## config.mk

```make
export PLATFORM = sky130hd
export DESIGN_NAME = tmr_wb_commit
export DESIGN_NICKNAME = d
export VERILOG_FILES = /design/src/rtl/tvw_pkg.sv /design/src/rtl/tvw_maj.sv /design/src/rtl/tvw_fwd.sv /design/src/rtl/tmr_wb_commit.sv
export SDC_FILE = /design/constraint.sdc
export NUM_CORES = 1
export LEC_CHECK = 0
export ABC_AREA = 1
export BUFFER_PORTS_ARGS = -buffer_cell sky130_fd_sc_hd__buf_4
export CORE_ASPECT_RATIO = 1.1
export CORE_MARGIN = 1
export CORE_UTILIZATION = 40
export CTS_BUF_LIST = sky130_fd_sc_hd__clkbuf_8
export CTS_CLUSTER_SIZE = 20
export DETAILED_ROUTE_END_ITERATION = 8
export HOLD_SLACK_MARGIN = 0.15
export PLACE_DENSITY = 0.59
export SLEW_MARGIN = 40
export SYNTH_ARGS = -nofsm -noshare
export SYNTH_HDL_FRONTEND = slang
export SYNTH_SLANG_ARGS = --single-unit
```

## constraint.sdc

```tcl
create_clock -name clk -period 1.9 [get_ports clk]
set_input_delay 0.285 -clock clk [delete_from_list [all_inputs] [get_ports clk]]
set_output_delay 0.285 -clock clk [all_outputs]
set_load 0.1 [all_outputs]
```

## src/rtl/tvw_pkg.sv

```systemverilog
package tvw_pkg;
    typedef enum logic [1:0] {
        TID_T0   = 2'd0,
        TID_T1   = 2'd1,
        TID_T2   = 2'd2,
        TID_NONE = 2'd3
    } tid_e;
endpackage

```

## src/rtl/tvw_maj.sv

```systemverilog
module tvw_maj #(
    parameter int W = 8
) (
    input  logic [W-1:0] cp0,
    input  logic [W-1:0] cp1,
    input  logic [W-1:0] cp2,
    output logic [W-1:0] vote,
    output logic         disagree
);
    // bitwise two-out-of-three, one gate tree per bit
    for (genvar i = 0; i < W; i++) begin : g_bit
        assign vote[i] = (cp0[i] & cp1[i]) | (cp0[i] & cp2[i]) | (cp1[i] & cp2[i]);
    end

    assign disagree = (cp0 != vote) | (cp1 != vote) | (cp2 != vote);
endmodule

```

## src/rtl/tvw_fwd.sv

```systemverilog
module tvw_fwd #(
    parameter int XLEN = 32,
    parameter int AW   = 5
) (
    input  logic            own_vld,
    input  logic            own_we,
    input  logic [AW-1:0]   own_idx,
    input  logic [XLEN-1:0] own_data,
    input  logic            vot_vld,
    input  logic [AW-1:0]   vot_idx,
    input  logic [XLEN-1:0] vot_data,
    input  logic [AW-1:0]   rd_idx,
    input  logic [XLEN-1:0] rf_rdata,
    output logic            hit,
    output logic [XLEN-1:0] data
);
    logic nz, own_hit, vot_hit;

    assign nz      = (rd_idx != '0);
    assign own_hit = nz && own_vld && own_we && (own_idx == rd_idx);
    assign vot_hit = nz && vot_vld && (vot_idx == rd_idx);

    always_comb begin
        hit  = own_hit | vot_hit;
        data = rf_rdata;
        if (own_hit)      data = own_data;
        else if (vot_hit) data = vot_data;
    end
endmodule

```

## src/rtl/tmr_wb_commit.sv

```systemverilog
module tmr_wb_commit
    import tvw_pkg::*;
#(
    parameter int XLEN = 32,
    parameter int AW   = 5
) (
    input  logic            clk,
    input  logic            rst,
    input  logic            ex_valid,
    input  logic [1:0]      ex_tid,
    input  logic            ex_we,
    input  logic [AW-1:0]   ex_rd,
    input  logic [XLEN-1:0] ex_data,
    input  logic [1:0]      rd_tid,
    input  logic [AW-1:0]   rd_idx,
    input  logic [XLEN-1:0] rf_rdata,
    output logic            fwd_hit,
    output logic [XLEN-1:0] fwd_data,
    output logic            rf_we,
    output logic [AW-1:0]   rf_waddr,
    output logic [XLEN-1:0] rf_wdata,
    output logic            vote_mismatch
);
    localparam int EW     = 1 + AW + XLEN;
    localparam int WE_BIT = EW - 1;
    localparam int NBUF   = 2;

    typedef struct packed {
        logic [NBUF-1:0][EW-1:0] bufs;
        logic [NBUF-1:0]         vld;
        logic                    vot_vld;
        logic                    wr;
        logic [AW-1:0]           waddr;
        logic [XLEN-1:0]         wdata;
        logic                    mism;
    } st_t;

    st_t s_q, s_d;

    logic [EW-1:0]   in_ent;
    logic [EW-1:0]   maj_ent;
    logic            maj_dis;
    logic            maj_we;
    logic [AW-1:0]   maj_idx;
    logic [XLEN-1:0] maj_data;
    tid_e            tid;

    assign in_ent   = {ex_we, ex_rd, ex_data};
    assign tid      = tid_e'(ex_tid);
    assign maj_we   = maj_ent[WE_BIT];
    assign maj_idx  = maj_ent[WE_BIT-1 -: AW];
    assign maj_data = maj_ent[XLEN-1:0];

    tvw_maj #(.W(EW)) u_maj (
        .cp0      (s_q.bufs[0]),
        .cp1      (s_q.bufs[1]),
        .cp2      (in_ent),
        .vote     (maj_ent),
        .disagree (maj_dis)
    );

    always_comb begin
        s_d      = s_q;
        s_d.wr   = 1'b0;
        s_d.mism = 1'b0;
        if (ex_valid) begin
            case (tid)
                TID_T0: begin
                    s_d.bufs[0] = in_ent;
                    s_d.vld     = 2'b01;
                end
                TID_T1: begin
                    s_d.bufs[1] = in_ent;
                    s_d.vld[1]  = 1'b1;
                end
                TID_T2: begin
                    s_d.vld = '0;
                    if (&s_q.vld) begin
                        s_d.mism = maj_dis;
                        if (maj_we && (maj_idx != '0)) begin
                            s_d.wr      = 1'b1;
                            s_d.waddr   = maj_idx;
                            s_d.wdata   = maj_data;
                            s_d.vot_vld = 1'b1;
                        end
                    end
                end
                default: ;
            endcase
        end
        if (rst) s_d = '0;
    end

    always_ff @(posedge clk) begin
        s_q <= s_d;
    end

    // operand bypass: own buffer only for threads 0 and 1
    logic          own_vld;
    logic [EW-1:0] own_ent;

    assign own_vld = !rd_tid[1] && s_q.vld[rd_tid[0]];
    assign own_ent = s_q.bufs[rd_tid[0]];

    tvw_fwd #(.XLEN(XLEN), .AW(AW)) u_fwd (
        .own_vld  (own_vld),
        .own_we   (own_ent[WE_BIT]),
        .own_idx  (own_ent[WE_BIT-1 -: AW]),
        .own_data (own_ent[XLEN-1:0]),
        .vot_vld  (s_q.vot_vld),
        .vot_idx  (s_q.waddr),
        .vot_data (s_q.wdata),
        .rd_idx   (rd_idx),
        .rf_rdata (rf_rdata),
        .hit      (fwd_hit),
        .data     (fwd_data)
    );

    assign rf_we         = s_q.wr;
    assign rf_waddr      = s_q.waddr;
    assign rf_wdata      = s_q.wdata;
    assign vote_mismatch = s_q.mism;
endmodule

```

==> results of run 1 <==
==> what timing repair did <==
item                                    in CTS  in global routing
hold buffers                                16                  0
buffers inserted                             0                  4
resized for setup                          105                 90
cloned                                       0                  7
hold endpoints to repair                    32                  0
pin swaps                                    2                  8
endpoints found under the setup margin      33                 35
==> cell usage in the layout (no fill, tap or decap), types with 3 or more instances in the layout <==
cell type and n:
sky130_fd_sc_hd__nand2_1 243, sky130_fd_sc_hd__o21ai_0 221, sky130_fd_sc_hd__nand3_1 193, sky130_fd_sc_hd__inv_1 161, sky130_fd_sc_hd__buf_4 159, sky130_fd_sc_hd__a21oi_1 124, sky130_fd_sc_hd__dfxtp_1 113, sky130_fd_sc_hd__nor2_1 65
sky130_fd_sc_hd__buf_12 44, sky130_fd_sc_hd__nand2_4 42, sky130_fd_sc_hd__nand2_2 30, sky130_fd_sc_hd__o21ai_1 21, sky130_fd_sc_hd__clkbuf_8 21, sky130_fd_sc_hd__dlygate4sd3_1 16, sky130_fd_sc_hd__nand4_1 8, sky130_fd_sc_hd__o21ai_2 8
sky130_fd_sc_hd__clkbuf_16 6, sky130_fd_sc_hd__inv_2 5, sky130_fd_sc_hd__dfxtp_2 5, sky130_fd_sc_hd__nor3_1 4, sky130_fd_sc_hd__bufinv_16 4, sky130_fd_sc_hd__nor2_4 3
==> area by class of cell <==
class / instances / area [um2]
Clock inverter: 10 / 153
Inverter: 165 / 632
Tap cell: 247 / 309
Fill cell: 1981 / 8260
Sequential cell: 118 / 2370
Clock buffer: 21 / 289
Timing Repair Buffer: 228 / 2440
Multi-Input combinational cell: 977 / 4910
==> flip-flops by register name (all words and copies together), names as in the netlist <==
name,flops
rf_waddr,5
rf_wdata,32
rf_we,1
s_q,79
vote_mismatch,1
==> path summary, 6_finish.rpt <==
path                start      endpoint  depth (start not counted)
max reg2reg      s_q[115]   rf_waddr[0]                         10
max           rf_waddr[1]  fwd_data[27]                         10
min           ex_data[15]       s_q[95]                          3
min reg2reg  rf_wdata[25]  rf_wdata[25]                          2
==> power by group through the flow <==
stage | registers, mW | logic, mW | clock network, mW
2_1_floorplan | 2.70 | 0.918 | 0
3_5_place_dp | 2.72 | 1.41 | 0
3_3_place_gp | 2.72 | 1.40 | 0
5_1_grt | 2.68 | 1.73 | 2.81
6_report | 2.67 | 1.59 | 2.66
4_1_cts | 2.66 | 1.53 | 2.69
==> cell families (layout without fill, tap and decap cells) <==
kind of cell    count (synthesis)  count (layout)  synth area share
flops                         118             118             0.296
xor+xnor                        2               2           0.00219
compound gates                378             378             0.238
simple gates                  597             597             0.317
buf+inv                       261             424             0.147
==> through the flow <==
step	setup WS [ps]	setup TNS, ps	hold WS [ps]	std cells	util
final	-535	-16420	172	1766	0.574
after global routing	-657	-20310	177	1766	0.574
after CTS	-533	-17060	151	1755	0.549
after detailed placement	-282	-8020	456	1708	0.499
after global placement	-260	-7660	453	1708	0.499
after floorplan	53.6	0	354	1356	-
==> per-layer routing <==
layer | global-route usage | part of all wire | wire (um) | vias up
met4 | 0.107 | 0.031 | 887 | 0
met5 | 0 | 0 | 0 | -
li1 | - | - | - | 4746
met3 | 0.0407 | 0.060 | 1690 | 49
met2 | 0.438 | 0.47 | 13300 | 335
met1 | 0.349 | 0.44 | 12300 | 4194
==> worst reg2reg max path, stage by stage, from the launching register on <==
cell and delay, ps:
sky130_fd_sc_hd__dfxtp_1 330, sky130_fd_sc_hd__buf_4 140, sky130_fd_sc_hd__inv_1 70, sky130_fd_sc_hd__o21ai_1 250, sky130_fd_sc_hd__nor2_1 100, sky130_fd_sc_hd__nand3_2 90
sky130_fd_sc_hd__o21ai_4 90, sky130_fd_sc_hd__buf_12 170, sky130_fd_sc_hd__clkbuf_16 170, sky130_fd_sc_hd__or2_2 290, sky130_fd_sc_hd__a21oi_1 120
==> impl_summary.md, run 1 <==
Power
Of the total power, the share spent switching nets is 0.321. Across the VDD grid, the largest voltage drop is 0.000398 V. The share of total power dissipated in the clock network is 0.384. Summing internal, switching and leakage power gives 6.92 mW. The internal portion of the total power is 4.70 mW. Power spread over the standard cell area amounts to 623 mW/mm2.

In this run the static leakage power is 5.02 nW. The sequential share of power is 0.386. The part of the total power dissipated in combinational logic is 0.230.

For this design the total switching power over the nets is 2.22 mW.

Yosys
The commonest register cell after synthesis is sky130_fd_sc_hd__dfxtp_1. When the netlist entered floorplanning its net count stood at 1438. Ranked by instance count, the synthesized netlist is headed by sky130_fd_sc_hd__nand2_1 (315), sky130_fd_sc_hd__o21ai_0 (242), sky130_fd_sc_hd__nand3_1 (195), sky130_fd_sc_hd__inv_1 (162), sky130_fd_sc_hd__a21oi_1 (124).

The number of enable flip-flop cells after synthesis is 0. For this run, the number of Yosys warnings is 0. The number of synthesized register bits is 118. The area fraction of the dominant cell type after synthesis is 0.296. The share of synthesized flip-flops with an asynchronous set or reset is 0. For this run, the register share of the synthesized area comes to 0.296. After synthesis, the cell types taking the most area are sky130_fd_sc_hd__dfxtp_1 (30%), sky130_fd_sc_hd__o21ai_0 (15%), sky130_fd_sc_hd__nand2_1 (15%). The area of the mapped netlist is 0.00799 mm2.

The number of instances in the synthesized netlist is 1356. The number of distinct standard cells referenced by the synthesized netlist is 23. A synthesized cell averages 5.89 um2.

The dominant cell by count in the synthesized netlist is sky130_fd_sc_hd__nand2_1. Of all cell types, the one taking the most synthesized area is sky130_fd_sc_hd__dfxtp_1.

GRT
Global routing finished with a remaining overflow of 0. The number of global-route vias before repair is 8018. Across every metal layer, demand over resource in global routing totals 0.267. The global-route wire length before repair is 41500 um.

The initial antenna violation count is 0. Entering global routing, the biggest net connects 78 pins.

Clock tree
In this run, CTS created clock tree buffers numbering 17. The H-tree depth is 4. In this run the clock root is driven by a sky130_fd_sc_hd__clkbuf_8.

TritonCTS built the clock tree. The clock-pin transition on the worst setup and hold timing paths is 80 ps. CTS saw 118 sinks. The worst-skew pair later-pin latency is 460 ps.

The clock passes through at most 2 buffers.

Critical path
The category of cells accounting for the largest share of critical-path delay is simple AND/OR/NAND/NOR gates. The slowest cell on the critical path is sky130_fd_sc_hd__dfxtp_1. The largest single stage delay on the critical path is 350 ps. Of all nets on the critical path, the largest fanout is 37.

The data required time at the worst endpoint is 1620 ps. The worst path arrival time is 2150 ps. The critical path class is reg -> out.

Together, buffers and inverters on the worst path number 3. The kind of start point of the critical path is a flip-flop. The register-to-register setup slack is 20 ps.

STA classifies the critical path endpoint as an output port. The critical path goes through inv_1 > nand2_1 > o21ai_0 > nor3_2 > nand3_2 > buf_12 > o21ai_0 > nand2_2 > nand2_4 > buf_12.

Hold path
The kind of path behind the tightest hold check is in -> reg.

Place
At the end of routability-driven placement, the weighted congestion stood at 0.942. The number of buffer cells added on primary ports is 153. Detailed placement ended at an HPWL of 20100 um. After detailed placement, the total cell area comes to 0.00965 mm2.

STA
Clock skew on the completed layout was measured at 13.8 ps. The worst max-slew margin expressed relative to the limit is 0.746. The count of endpoints failing hold in the final timing report came to 0. The highest attainable clock frequency is 0.411 GHz.

After layout, the worst setup slack is -535 ps. Setup violations remaining at the end of the flow were counted as 33. The number of max-slew violations in the final report is 0.

Counting I/O delays and the setup requirement, the final critical path takes 2430 ps. Setup repair after global routing could not meet its margin everywhere. Of the available clock period, the critical path in the final layout requires 1.28. At the pin with the least slew margin, the transition time is 377 ps.

Floorplan
The top-level port count is 154. The area of the placeable core is 0.0194 mm2. The initial cell density of the core is 0.413. Measured along the x axis, the die boundary spans 137 um.

The die covers 0.0205 mm2. The initialized floorplan defines 53 standard-cell rows. The die is 150 um tall.

Final layout
The area growth from synthesis to layout is 39.0%. The final-stage net count is 1589. The fraction of layout instances using a drive strength above 1 is 0.226. 0 antenna diodes ended up in the layout. The final standard cell area without fillers is 0.0111 mm2.

Drt
The overall routed net length is 28300 um. The DRC violations left is 0. The DRC violation total after the first TritonRoute iteration is 812. Using the TritonRoute via totals, the vias-per-cell ratio works out to 5.28. Once detail routing completed, the nets flagged for antenna violations numbered 0. The number of iterations in the first detailed-routing pass is 6. The number of vias after detailed routing is 9324. In the final routed layout, each cell accounts on average for 16.0 um.

Run status
The checks that failed: negative setup slack. The flow ran to the end, but the final reports show violations.

Flow run
Max-cap violations in this run came to 0.
Power figures use the tool's default switching activity.
==> run 2: changes to the inputs <==
--- a/config.mk
+++ b/config.mk
@@ -9,12 +9,12 @@
 export BUFFER_PORTS_ARGS = -buffer_cell sky130_fd_sc_hd__buf_4
 export CORE_ASPECT_RATIO = 1.1
 export CORE_MARGIN = 1
-export CORE_UTILIZATION = 40
+export CORE_UTILIZATION = 33
 export CTS_BUF_LIST = sky130_fd_sc_hd__clkbuf_8
 export CTS_CLUSTER_SIZE = 20
 export DETAILED_ROUTE_END_ITERATION = 8
 export HOLD_SLACK_MARGIN = 0.15
-export PLACE_DENSITY = 0.59
+export PLACE_DENSITY = 0.5
 export SLEW_MARGIN = 40
 export SYNTH_ARGS = -nofsm -noshare
 export SYNTH_HDL_FRONTEND = slang
==> run 2 against run 1 <==
The flow still finishes with violations (negative setup slack). Global-route usage fell by 2.9 points. Critical path depth rose by 1. Worst hold slack got worse by 5.2 ps. Clock power barely moved.
==> impl_summary.md, run 2 (synthesis gave the netlist of run 1 again) <==
STA
The time the final worst path needs with I/O delays and setup was 2470 ps (+32.0 ps). The number of max-slew violations in the final report is 0 (unchanged). The slew at the pin closest to its max-slew limit came to 452 ps (+75.2 ps). The post-route worst setup slack came to -567 ps (-32.0 ps).

The total negative setup slack was -17330 ps (-910 ps). The post-route fraction of the period consumed by the critical path is 1.30 (+0.0168). The count of endpoints failing hold in the final timing report is 0 (unchanged).

The post-route worst hold slack is 166 ps (-5.16 ps). The worst max-slew margin expressed relative to the limit is 0.695 (-0.0506). Setup repair after global routing could not meet its margin everywhere.

The setup-violating endpoint count in the final report is 33 (unchanged). The setup skew after layout is 13.2 ps (-0.620 ps). The highest attainable clock frequency is 0.405 GHz (-1.3%).

GRT
The aggregate global-route resource usage is 0.239 (-0.0285). The global-route wire length before repair came to 44800 um (+7.9%). The initial antenna violation count came to 0 (unchanged). The largest net degree at the start of global routing is 78 (unchanged). The number of global-route vias before repair is 8192 (+2.2%). The total congestion overflow after global routing came to 0 (unchanged).

Critical path
The number of buffer and inverter instances along the worst setup path is 5 (+2). The signal on the critical path passes through inv_2 > o21ai_2 > xor2_1 > nand4_1 > nor2_4 > buf_6 > inv_12 > clkbuf_16 > nand2_2 > nand2_4 > buf_12. The critical register-to-register path startpoint is s_q[115]. The reg-to-reg endpoint is rf_wdata[7].

The kind of start point of the critical path is a flip-flop. On the critical path the largest part of the delay comes from buffers and inverters. The worst-path maximum fanout is 5 (-86%). The logic depth of the worst path, buffers included is 11 (+1). The critical path class is reg -> out.

The worst stage delay on the critical path is 340 ps (about the same). The depth of the most critical reg-to-reg path is 10 (unchanged). The type of destination of the critical path is an output port. The data required time at the worst endpoint came to 1620 ps (about the same). The slowest cell on the critical path is sky130_fd_sc_hd__dfxtp_2. The register-to-register setup slack is 130 ps (+110 ps).

The worst path arrival time is 2180 ps (+30 ps).

Final layout
The area added between synthesis and finish is 43.3%. The final instance count without filler cells is 1824 (+3.3%). In the layout the commonest cells are sky130_fd_sc_hd__nand2_1 (217), sky130_fd_sc_hd__o21ai_0 (217), sky130_fd_sc_hd__nand3_1 (193). The fraction of layout instances using a drive strength above 1 is 0.262 (+0.0362).

The register bank with the most flops is s_q. The utilization after layout was 0.483 (-0.0903). The flip-flop count of the largest register, all copies and words added is 79 (unchanged). The number of antenna diodes was 0 (unchanged). The final standard cell area without fillers is 0.0114 mm2 (+3.1%). The final-stage net count is 1588 (-0.063%).

Floorplan
The vertical die dimension is 165 um (+10%). The area of the placeable core is 0.0237 mm2 (+22%). The floorplan die area is 0.0248 mm2 (+21%). The initial cell density of the core is 0.337 (-0.0755). The count of standard-cell rows is 59 (+11%). The overall die width came to 150 um (+10%). The top-level port count is 154 (unchanged).

Place
The total placed cells including tap cells was 1762 (+3.2%). The placer's final routability congestion estimate is 0.929 (-1.4%). The area after detailed placement is 0.00971 mm2 (+0.57%). The number of buffer cells added on primary ports is 153 (unchanged). The detailed placer's ending HPWL is 21300 um (+6.1%).

Hold path
The terminating pin of the worst hold path is s_q[73]. The count of cells along the worst hold path was 3 (unchanged). The kind of path behind the tightest hold check is in -> reg. The startpoint identified for the worst hold timing path is ex_data[31].

Power
The part of the power in the clock network came to 0.385 (about the same). The part of the total power dissipated in combinational logic is 0.232 (+0.002). The largest vdd supply drop was 0.000419 V (+5.1%). The net switching component of the power is 2.23 mW (+0.75%).

The power per standard cell area is 609 mW/mm2 (-2.2%). The sequential share of power is 0.383 (-0.003). The switching share of power was 0.320 (-0.000333).

The total internal power is 4.74 mW (+0.91%). The leakage component of the power is 5.15 nW (+2.6%).

Drt
The routed via count divided by cell count came to 5.09 (-3.6%). The number of iterations in the first detailed-routing pass is 7 (+1). The DRC violation total after the first TritonRoute iteration came to 670 (-17%).

The routed wirelength normalized by instance count came to 17.0 um (+6.5%). The final antenna-violating net count is 0 (unchanged). The DRC violations left is 0 (unchanged). The overall routed net length is 31100 um (+10%). The number of vias after detailed routing came to 9285 (-0.42%).

Clock tree
The number of clock sinks is 118 (unchanged). The worst-skew pair later-pin latency was 460 ps (about the same). The clock tree root driver cell is sky130_fd_sc_hd__clkbuf_8.

The number of clock buffers inserted by TritonCTS is 17 (unchanged). The clock tree from TritonCTS is done. The H-tree depth is 4 (unchanged). The maximum clock path buffer count was 2 (unchanged). The clock-pin transition on the worst setup and hold timing paths is 80 ps (about the same).

Run status
The run finished, with violations left. The final reports fail on negative setup slack.

Flow run
The max capacitance violation total is 0 (unchanged).
## run 2: tightest hold or removal path, stage by stage
cell and delay [ps]:
sky130_fd_sc_hd__buf_4 100, sky130_fd_sc_hd__inv_1 70, sky130_fd_sc_hd__a21oi_1 120
## run 2: metal layers
layer / part of all wire / wire [um] / global-route usage
met5: 0 / 0 / 0
met2: 0.49 / 15200 / 0.398
met3: 0.053 / 1650 / 0.0404
met1: 0.44 / 13600 / 0.310
met4: 0.019 / 593 / 0.0771
## run 2: timing repair
action                                 4_1_cts  5_1_grt
hold buffers                                10        0
setup endpoints to repair                   33       67
resized for setup                          197       69
setup buffers                                3        6
endpoints found under the hold margin       23        0
pin swaps                                   12       10
gates cloned                                 3        8
## run 2: final cells by class
cell class / instances / area (um2)
Clock buffer: 22 / 303
Sequential cell: 118 / 2370
Tap cell: 305 / 382
Timing Repair Buffer: 227 / 2500
Clock inverter: 10 / 150
Inverter: 165 / 634
Multi-Input combinational cell: 977 / 5100
Fill cell: 2468 / 12200
## run 2: power groups by stage
stage          registers, mW  clock network (mW)  logic (mW)
6_report                2.67                2.69        1.62
3_5_place_dp            2.72                   0        1.42
5_1_grt                 2.68                2.85        1.76
3_3_place_gp            2.72                   0        1.42
4_1_cts                 2.66                2.73        1.58
2_1_floorplan           2.70                   0       0.918
## run 2: per-stage QoR
stage / setup WS [ps] / total power [mW]
floorplan: 53.6 / 3.61
global placement: -256 / 4.14
detailed placement: -282 / 4.14
CTS: -542 / 6.98
global route: -658 / 7.30
finish: -567 / 6.98
## run 2: how the worst max path moves through the flow
stage,slack [ps],start,to
6_report,-570,s_q[76],fwd_data[30]
4_1_cts,-540,rf_waddr[2],fwd_data[13]
2_1_floorplan,50,rd_idx[4],fwd_data[10]
5_1_grt,-660,s_q[116],fwd_data[30]
3_5_place_dp,-280,rd_tid[0],fwd_data[12]
3_3_place_gp,-260,rd_idx[4],fwd_data[14]
==> run 3: changes to the inputs <==
--- a/config.mk
+++ b/config.mk
@@ -15,6 +15,7 @@
 export DETAILED_ROUTE_END_ITERATION = 8
 export HOLD_SLACK_MARGIN = 0.15
 export PLACE_DENSITY = 0.5
+export SKIP_CTS_REPAIR_TIMING = 1
 export SLEW_MARGIN = 40
 export SYNTH_ARGS = -nofsm -noshare
 export SYNTH_HDL_FRONTEND = slang
==> run 3 against run 2 <==
The flow still finishes with violations (negative setup slack). Cell count fell by 0.82%. Clock-buffer cell count did not move. Via count fell by 1.8%. Clock skew barely moved. Sequential cell count did not move. Global-route usage fell by 1.1 points. Clock power barely moved. Worst hold slack got worse by 39 ps. Register-to-register slack improved by 30 ps. Setup slack got worse by 31 ps. Critical path type unchanged. Largest cell class unchanged. Highest routed layer unchanged.
==> impl_summary.md, run 3 (synthesis gave the netlist of run 1 again) <==
STA
The post-route worst setup slack was -598 ps (-31.2 ps). The setup skew after layout is 12.7 ps (-0.423 ps). The highest attainable clock frequency is 0.400 GHz (-1.3%).

The time the final worst path needs with I/O delays and setup is 2500 ps (+31.2 ps). The setup-violating endpoint count in the final report is 33 (unchanged). The total negative setup slack is -17620 ps (-298 ps). Setup repair after global routing could not meet its margin everywhere. The slew at the pin closest to its max-slew limit is 410 ps (-42.3 ps). The worst max-slew margin expressed relative to the limit came to 0.724 (+0.0285). The number of max-slew violations in the final report is 0 (unchanged). The count of endpoints failing hold in the final timing report came to 0 (unchanged). The post-route fraction of the period consumed by the critical path is 1.31 (+0.0164).

Place
The placer's final routability congestion estimate is 0.929 (unchanged). The total placed cells including tap cells is 1762 (unchanged). The setup slack at placement is -282 ps (unchanged).

The number of buffer cells added on primary ports is 153 (unchanged). The detailed placer's ending HPWL is 21300 um (unchanged).

Power
The power per standard cell area is 631 mW/mm2 (+3.5%). The part of the power in the clock network is 0.389 (+0.004). The switching share of power was 0.319 (-0.00114). The net switching component of the power came to 2.21 mW (-0.94%). The leakage component of the power came to 4.96 nW (-3.8%). The total internal power is 4.72 mW (-0.43%).

The largest vdd supply drop is 0.000412 V (-1.6%). The sequential share of power was 0.384 (about the same). The part of the total power dissipated in combinational logic is 0.227 (-0.005). The total power after layout was 6.94 mW (-0.59%).

Drt
The number of vias after detailed routing is 9121 (-1.8%). The routed wirelength normalized by instance count is 16.5 um (-3.0%). The final antenna-violating net count is 0 (unchanged). The DRC violations left is 0 (unchanged). The number of iterations in the first detailed-routing pass is 5 (-2). The overall routed net length was 29900 um (-3.8%). The DRC violation total after the first TritonRoute iteration came to 691 (+3.1%).

The routed via count divided by cell count is 5.04 (-0.95%).

GRT
The number of global-route vias before repair was 7942 (-3.1%). The global-route wire length before repair was 42900 um (-4.1%). The initial antenna violation count came to 0 (unchanged).

The largest net degree at the start of global routing came to 78 (unchanged). The total congestion overflow after global routing is 0 (unchanged). The aggregate global-route resource usage is 0.228 (-0.0107).

Critical path
The kind of start point of the critical path is a flip-flop. The reg-to-reg endpoint is rf_wdata[30]. The largest individual stage delay along the critical path comes from the cell sky130_fd_sc_hd__dfxtp_2.

The data required time at the worst endpoint came to 1620 ps (about the same). The worst stage delay on the critical path is 350 ps (about the same). The type of destination of the critical path is an output port. The critical path goes through inv_2 > nand2_2 > nand4_1 > nor3_2 > nand3_4 > buf_12 > clkbuf_16 > o21ai_0 > nand2_1 > nand2_4 > buf_12. The worst path arrival time is 2210 ps (+30 ps). The worst-path maximum fanout is 20 (+15). The register-to-register setup slack is 160 ps (+30 ps). The critical register-to-register path startpoint is s_q[115]. By startpoint and endpoint, the worst setup path is classified as reg -> out. The depth of the most critical reg-to-reg path is 10 (unchanged). The cell seen most often among critical-path stages is sky130_fd_sc_hd__buf_12. The number of buffer and inverter instances along the worst setup path is 4 (-1). The category of cells accounting for the largest share of critical-path delay is simple AND/OR/NAND/NOR gates.

Clock tree
The H-tree depth is 4 (unchanged). The clock tree root driver cell is sky130_fd_sc_hd__clkbuf_8. The worst-skew pair later-pin latency is 450 ps (about the same). The clock-pin transition on the worst setup and hold timing paths is 80 ps (about the same). The number of clock sinks is 118 (unchanged). The number of clock buffers inserted by TritonCTS is 17 (unchanged). TritonCTS built the clock tree. The maximum clock path buffer count is 2 (unchanged).

Final layout
The number of antenna diodes is 0 (unchanged). The area added between synthesis and finish is 37.7%. The flip-flop count of the largest register, all copies and words added was 79 (unchanged). The register bank with the most flops is s_q. The commonest non-fill, non-tap cell in the layout is sky130_fd_sc_hd__nand2_1. The total of fill cells in the finished design is 2503 (+1.4%). Leaving out fill and tap cells, the most frequent cells in the layout are sky130_fd_sc_hd__nand2_1 (263), sky130_fd_sc_hd__o21ai_0 (211), sky130_fd_sc_hd__nand3_1 (193). The utilization after layout is 0.464 (-0.0190).

The multi-input gate area in the final layout came to 0.00487 mm2 (-4.5%). The final instance count without filler cells is 1809 (-0.82%). The final-stage net count came to 1573 (-0.94%). The fraction of layout instances using a drive strength above 1 came to 0.219 (-0.0426). The area occupied by registers came to 0.00237 mm2 (-0.21%).

Hold path
The launch point of the worst hold path is ex_rd[1]. The terminating pin of the worst hold path is s_q[113]. The count of cells along the worst hold path is 3 (unchanged). The kind of path behind the tightest hold check is in -> reg.

Run status
The run finished, with violations left. The checks that failed: negative setup slack.

Floorplan
The count of standard-cell rows is 59 (unchanged). The area of the placeable core was 0.0237 mm2 (unchanged). The overall die width was 150 um (unchanged). The top-level port count was 154 (unchanged). The initial cell density of the core came to 0.337 (unchanged).

The vertical die dimension is 165 um (unchanged). The floorplan die area is 0.0248 mm2 (unchanged).

Flow run
The max capacitance violation total is 0 (unchanged).
run 3: changes by cell type in the layout (fill, tap and decap cells not counted), sizes merged:
cell / before / now
dlygate4sd3: 10 / 5
buf: 211 / 201
run 3: worst max path at each step:
stage	startpoint	endpoint	slack, ps	depth (start not counted)
2_1_floorplan	rd_idx[4]	fwd_data[10]	50	9
3_3_place_gp	rd_idx[4]	fwd_data[14]	-260	12
3_5_place_dp	rd_tid[0]	fwd_data[12]	-280	9
4_1_cts	rf_waddr[1]	fwd_data[11]	-670	10
5_1_grt	rf_waddr[2]	fwd_data[26]	-740	12
6_report	rf_waddr[2]	fwd_data[17]	-600	11
run 3: routing by layer:
metal / vias to the layer above / wire length [um] / GRT usage
li1: 4711 / - / -
met1: 4151 / 13300 / 0.296
met2: 221 / 14400 / 0.379
met3: 38 / 1390 / 0.0398
met4: 0 / 781 / 0.0762
met5: - / 0 / 0
run 3: metrics by stage:
stage | instance area (um2) | hold WS (ps)
final | 11000 | 128
after global routing | 11000 | 154
after CTS | 10200 | 39.0
after detailed placement | 9710 | 458
after global placement | 9710 | 454
after floorplan | 8240 | 354
run 3: worst register-to-register path: cells and delay by family (launching register included):
family / cells / cell delay [ps]
buf+inv: 4 / 600
compound gates: 4 / 510
flops: 1 / 320
simple gates: 2 / 210
run 3: power by group through the flow:
stage               Combinational, mW  Sequential [mW]  Clock (mW)
floorplan                       0.918             2.70           0
detailed placement               1.42             2.72           0
global placement                 1.42             2.72           0
finish                           1.57             2.67        2.70
global route                     1.72             2.68        2.85
CTS                              1.43             2.66        2.73
run 3: final cells by class:
cell class,count,area share
clock buffer,22,0.0275
clock inverter,10,0.0136
inverter,165,0.0563
multi-input combinational,977,0.443
sequential,118,0.215
tap,305,0.0347
timing repair buffer,212,0.210
